--- config.mk ---
export PLATFORM = sky130hd
export DESIGN_NAME = cbr_unit
export DESIGN_NICKNAME = d
export VERILOG_FILES = /design/src/rtl/cbr_pkg.sv /design/src/rtl/cbr_flags.sv /design/src/rtl/cbr_cond.sv /design/src/rtl/cbr_target.sv /design/src/rtl/cbr_unit.sv
export SDC_FILE = /design/constraint.sdc
export NUM_CORES = 1
export LEC_CHECK = 0
export BUFFER_PORTS_ARGS = -buffer_cell sky130_fd_sc_hd__buf_2
export CAP_MARGIN = 20
export CELL_PAD_IN_SITES_DETAIL_PLACEMENT = 1
export CELL_PAD_IN_SITES_GLOBAL_PLACEMENT = 1
export CORE_MARGIN = 2
export CORE_UTILIZATION = 39
export CTS_BUF_LIST = sky130_fd_sc_hd__clkbuf_2
export DETAILED_ROUTE_END_ITERATION = 10
export PLACE_DENSITY = 0.95
export SLEW_MARGIN = 20
export SYNTH_ARGS = -nofsm -noshare
export SYNTH_HDL_FRONTEND = slang
export SYNTH_SLANG_ARGS = --single-unit
--- constraint.sdc ---
create_clock -name clk_i -period 3.6 [get_ports clk_i]
set_input_delay 0 -clock clk_i [delete_from_list [all_inputs] [get_ports clk_i]]
set_output_delay 0 -clock clk_i [all_outputs]
set_load 0.05 [all_outputs]
--- src/rtl/cbr_pkg.sv ---
package cbr_pkg;
  typedef enum logic [2:0] {
    BR_NONE = 3'd0,
    BR_EQ   = 3'd1,
    BR_NE   = 3'd2,
    BR_SH   = 3'd3,
    BR_LO   = 3'd4,
    BR_GE   = 3'd5,
    BR_LT   = 3'd6,
    BR_JMP  = 3'd7
  } br_op_e;

  localparam int unsigned FLAG_C = 0;
  localparam int unsigned FLAG_Z = 1;
  localparam int unsigned FLAG_N = 2;
  localparam int unsigned FLAG_V = 3;
  localparam int unsigned FLAG_S = 4;
  localparam int unsigned NFLAGS = 5;
endpackage

--- src/rtl/cbr_flags.sv ---
module cbr_flags #(
  parameter int unsigned DW = 8
) (
  input  logic [DW-1:0]              a_i,
  input  logic [DW-1:0]              b_i,
  output logic [cbr_pkg::NFLAGS-1:0] flags_o
);
  import cbr_pkg::*;

  logic [DW:0] diff;
  logic        c, z, n, v;

  always_comb begin
    diff = {1'b0, a_i} - {1'b0, b_i};
    c    = diff[DW];
    z    = (diff[DW-1:0] == '0);
    n    = diff[DW-1];
    v    = (a_i[DW-1] ^ b_i[DW-1]) & (a_i[DW-1] ^ diff[DW-1]);
    flags_o         = '0;
    flags_o[FLAG_C] = c;
    flags_o[FLAG_Z] = z;
    flags_o[FLAG_N] = n;
    flags_o[FLAG_V] = v;
    flags_o[FLAG_S] = n ^ v;
  end
endmodule

--- src/rtl/cbr_cond.sv ---
module cbr_cond (
  input  logic [2:0]                 op_i,
  input  logic [cbr_pkg::NFLAGS-1:0] flags_i,
  output logic                       taken_o,
  output logic                       is_jmp_o
);
  import cbr_pkg::*;

  always_comb begin
    is_jmp_o = 1'b0;
    unique case (br_op_e'(op_i))
      BR_NONE: taken_o = 1'b0;
      BR_EQ:   taken_o =  flags_i[FLAG_Z];
      BR_NE:   taken_o = ~flags_i[FLAG_Z];
      BR_SH:   taken_o = ~flags_i[FLAG_C];
      BR_LO:   taken_o =  flags_i[FLAG_C];
      BR_GE:   taken_o = ~flags_i[FLAG_S];
      BR_LT:   taken_o =  flags_i[FLAG_S];
      BR_JMP:  begin taken_o = 1'b1; is_jmp_o = 1'b1; end
      default: taken_o = 1'b0;
    endcase
  end
endmodule

--- src/rtl/cbr_target.sv ---
module cbr_target #(
  parameter int unsigned PCW    = 16,
  parameter int unsigned BOFF_W = 7,
  parameter int unsigned JOFF_W = 12
) (
  input  logic [PCW-1:0]    pc_i,
  input  logic [JOFF_W-1:0] off_i,
  input  logic              taken_i,
  input  logic              is_jmp_i,
  output logic [PCW-1:0]    next_pc_o
);
  localparam int unsigned BEXT = PCW - BOFF_W;
  localparam int unsigned JEXT = PCW - JOFF_W;

  logic [PCW-1:0] pc_inc, boff_x, joff_x;

  always_comb begin
    pc_inc    = pc_i + PCW'(1);
    boff_x    = {{BEXT{off_i[BOFF_W-1]}}, off_i[BOFF_W-1:0]};
    joff_x    = {{JEXT{off_i[JOFF_W-1]}}, off_i};
    next_pc_o = !taken_i ? pc_inc : (pc_inc + (is_jmp_i ? joff_x : boff_x));
  end
endmodule

--- src/rtl/cbr_unit.sv ---
module cbr_unit #(
  parameter int unsigned DW     = 8,
  parameter int unsigned SRW    = 8,
  parameter int unsigned PCW    = 16,
  parameter int unsigned BOFF_W = 7,
  parameter int unsigned JOFF_W = 12
) (
  input  logic              clk_i,
  input  logic              rst_ni,
  input  logic              cmp_i,
  input  logic [DW-1:0]     opa_i,
  input  logic [DW-1:0]     opb_i,
  input  logic [2:0]        br_op_i,
  input  logic [JOFF_W-1:0] off_i,
  input  logic [PCW-1:0]    pc_i,
  output logic [SRW-1:0]    sreg_o,
  output logic              taken_o,
  output logic [PCW-1:0]    next_pc_o
);
  import cbr_pkg::*;

  logic [NFLAGS-1:0] flags_d, flags_q;
  logic              is_jmp;

  cbr_flags #(.DW(DW)) u_flags (
    .a_i(opa_i), .b_i(opb_i), .flags_o(flags_d)
  );

  always_ff @(posedge clk_i or negedge rst_ni) begin
    if (!rst_ni)    flags_q <= '0;
    else if (cmp_i) flags_q <= flags_d;
  end

  assign sreg_o = {{(SRW-NFLAGS){1'b0}}, flags_q};

  cbr_cond u_cond (
    .op_i(br_op_i), .flags_i(flags_q), .taken_o(taken_o), .is_jmp_o(is_jmp)
  );

  cbr_target #(.PCW(PCW), .BOFF_W(BOFF_W), .JOFF_W(JOFF_W)) u_target (
    .pc_i(pc_i), .off_i(off_i), .taken_i(taken_o), .is_jmp_i(is_jmp),
    .next_pc_o(next_pc_o)
  );

  AST_FLAG_HOLD: assert property (@(posedge clk_i) disable iff (!rst_ni)
    !cmp_i |=> $stable(sreg_o));
  AST_EQUAL_SETS_Z: assert property (@(posedge clk_i) disable iff (!rst_ni)
    (cmp_i && opa_i == opb_i) |=> (sreg_o[FLAG_Z] && !sreg_o[FLAG_C]));
  AST_BORROW_SETS_C: assert property (@(posedge clk_i) disable iff (!rst_ni)
    (cmp_i && opa_i < opb_i) |=> sreg_o[FLAG_C]);
  AST_NONE_NOT_TAKEN: assert property (@(posedge clk_i) disable iff (!rst_ni)
    (br_op_i == BR_NONE) |-> !taken_o);
  AST_JMP_TAKEN: assert property (@(posedge clk_i) disable iff (!rst_ni)
    (br_op_i == BR_JMP) |-> taken_o);
  AST_FALL_THROUGH: assert property (@(posedge clk_i) disable iff (!rst_ni)
    !taken_o |-> (next_pc_o == pc_i + PCW'(1)));
endmodule

==> impl_metrics.tcl <==
set metrics [dict create \
    cp_top_family "simple AND/OR/NAND/NOR gates" \
    die_x_um 75.9 \
    hold_violations 0 \
    grt_use_total 0.225 \
    p_leak_nw 1.26 \
    synthArstFlopShare 1.00 \
    die_area_sq_um 5760 \
    cts_max_level 1 \
    critPathSlowestCell "o21ai_0" \
    wl_met3_um 198 \
    multi_input_area_sq_um 1780 \
    io-pin-count 75 \
    post_drt_wl_per_cell_um 15.8 \
    setup_tns_ps 0 \
    path_cells "buf_2 > ha_1 > nand2_1 > nor2_1 > and3_1 > xor2_1 > ha_1 > a211oi_1 > o21ai_0 > o21ai_0 > nand2_1 > mux2i_1 > or3_1 > buf_2" \
    clk-insertion-delay-late_ps 210 \
    timing.critical_path.buf_inv 2 \
    ys_seq_elements 5 \
    min_period_ps 3150 \
    place.gp.congestion 0.939 \
    clkPwrFrac 0.070 \
    ys.flop_type "dfrtp_1" \
    pwr-share-seq 0.095 \
    worstSetupPathType "primary input to primary output" \
    dr_wl_met2_um 3490 \
    grt_overflow_total 0 \
    final_area_sq_um 2450 \
    wl_um 6530 \
    vias_per_cell 5.52 \
    p_int_w 0.000296 \
    layout.area.seq_sq_um 125 \
    critical_path.max_fanout 7 \
    ys_seq_area_frac 0.0620 \
    cts_tree "yes" \
    detail-route-antenna-nets 0 \
    layout-drive-gt1-share 0.275 \
    postSynthCellCount 272 \
    grt_pass1_wl_um 10900 \
    ys_warn_count 0 \
    startpoint_type "primary input" \
    antennaDiodeCount 0 \
    dp_hpwl_um 5550 \
    syn_avg_cell_area_sq_um 7.42 \
    p_sw_w 0.000454 \
    regMostFlops "flags_q" \
    worstMarginPinSlew_ps 524 \
    status "finished clean" \
    first_pass_iters 4 \
    cts_made_buffers 3 \
    top_layer_used "met4" \
    largest_reg_flops 5 \
    cts_root_buffer "clkbuf_2" \
    grt_setup_unrepaired "false" \
    die_h_um 75.9 \
    vdd_ir_drop_max_mv 0.0986 \
    finalSetupViolCount 0 \
    grt_pass1_vias 2464 \
    syn-cell-area_sq_um 2020 \
    drt_iter0_drc 76 \
    mostFrequentLayoutCells "71 x buf_2, 27 x ha_1, 26 x nand2_1" \
    post_dp_cell_area_sq_um 2420 \
    cts.clk_slew.worst_paths_ps 50 \
    hold_class "primary input to flip-flop" \
    skew_ps 0 \
    drcViolationCount 0 \
    critPathRequiredTime_ps 3600 \
    antenna_found_initial 0 \
    core-area_sq_um 5040 \
    cap_violations 0 \
    rows 26 \
    cts.sinks 5 \
    max_freq_mhz 318 \
    grt_max_degree 24 \
    routedLengthMet1_um 2690 \
    finalWorstSetupSlack_ps 452 \
    finalNonFillerCells 412 \
    initial_utilization 0.400 \
    post-cts-setup-buffer-count 0 \
    portBuffers 71 \
    reg.largest.list "flags_q: 5 flops" \
    final_common_cell "buf_2" \
    p_sw_frac 0.606 \
    power.density_nw_per_um2 305 \
    cp-end-kind "primary output" \
    combPwrFrac 0.835 \
    clockBufferDepth 2 \
    synthDistinctLibCells 53 \
    finalCritPeriodShare 0.874 \
    fill_cells 682 \
    dp_worst_setup_slack_ps 476 \
    relSlewSlack 0.641 \
    drv_slew 0 \
    whs_ps 95.1 \
    vias 2274 \
    crit_arrival_ps 3150 \
    max_stage_delay_ps 430 \
    dp.cells 407 \
    syn_to_final_growth_pct 21.7 \
    synth-edff-count 0 \
    finalNetCount 423 \
]
## what timing repair did
item / 4_1_cts / 5_1_grt
endpoints found under the hold margin: 5 / 0
gates resized for setup: 0 / 0
hold buffers: 1 / 0
endpoints found under the setup margin: 0 / 0
## kinds of logic after synthesis
logic type | Yosys count | synth area share
multiplexers | 12 | 0.0651
flip-flops | 5 | 0.0620
AO/OA/AOI/OAI | 76 | 0.248
buffers and inverters | 29 | 0.0602
other | 1 | 0.00186
AND/OR/NAND/NOR | 94 | 0.254
adder cells (fa/ha/maj) | 30 | 0.197
XOR/XNOR | 25 | 0.112
## synthesized netlist by cell type (2+ instances only)
cell type  count  area (sq um)
a2111oi_0      2          17.5
fa_1           3          60.1
xor2_1        15           131
buf_4          3          22.5
a21o_1         8          60.1
dfrtp_1        5           125
a31o_2         2          17.5
mux2i_1        5          50.1
mux2_2         6          67.6
a211oi_1       6          45.0
nand3_2        2          20.0
o211a_1        2          20.0
inv_1         21          78.8
clkbuf_1       4          15.0
a21oi_1       11          55.1
nand2_1       26          97.6
o21ai_0       23           115
nor2_1        20          75.1
nand4_1        2          12.5
nor4_1         3          18.8
or4_1          2          15.0
or3_1          4          25.0
nor2b_1        7          43.8
o31ai_1        2          15.0
ha_1          27           338
nand2b_1       5          31.3
nor3_1         4          20.0
and2_1         2          12.5
o21a_1         7          52.6
xnor2_1        9          78.8
nand3_1        8          40.0
o22ai_1        2          12.5
a31oi_1        4          25.0
## routing by layer
metal,vias up,GRT usage
met1,1089,0.238
met2,52,0.454
met5,-,0
li1,1121,-
met4,0,0.0618
met3,12,0.0333
## power by group through the flow
| stage | logic (W) | clock network, W | registers (W) |
|---|---|---|---|
| after global placement | 0.000599 | 0 | 0.0000717 |
| after CTS | 0.000626 | 0.0000532 | 0.0000717 |
| final | 0.000626 | 0.0000524 | 0.0000713 |
| after detailed placement | 0.000623 | 0 | 0.0000730 |
| after floorplan | 0.000436 | 0 | 0.000102 |
| after global routing | 0.000675 | 0.0000570 | 0.0000728 |
## through the flow
stage / total power [W] / util
6_report: 0.000750 / 0.487
5_1_grt: 0.000805 / 0.487
4_1_cts: 0.000751 / 0.487
3_5_place_dp: 0.000696 / 0.481
3_3_place_gp: 0.000671 / 0.481
2_1_floorplan: 0.000538 / -
## area by class of cell
class,instances,area share
Clock buffer,4,0.00815
Inverter,21,0.0321
Multi-Input combinational cell,240,0.724
Sequential cell,5,0.0510
Tap cell,70,0.0357
Timing Repair Buffer,72,0.149
## path summary, 6_finish.rpt
kind / start / to / slack (ps) / cells after the start
worst max-delay path: pc_i[0] / next_pc_o[15] / 450 / 14
worst min-delay path: cmp_i / flags_q[2]$_DFFE_PN0P_ / 100 / 2
worst max register to register: flags_q[0]$_DFFE_PN0P_ / flags_q[0]$_DFFE_PN0P_ / 2700 / 2
worst min register to register: flags_q[3]$_DFFE_PN0P_ / flags_q[3]$_DFFE_PN0P_ / 500 / 1
max in group asynchronous: rst_ni / flags_q[0]$_DFFE_PN0P_ / 3320 / 2
min in group asynchronous: rst_ni / flags_q[4]$_DFFE_PN0P_ / 130 / 2
Power figures use the tool's default switching activity.
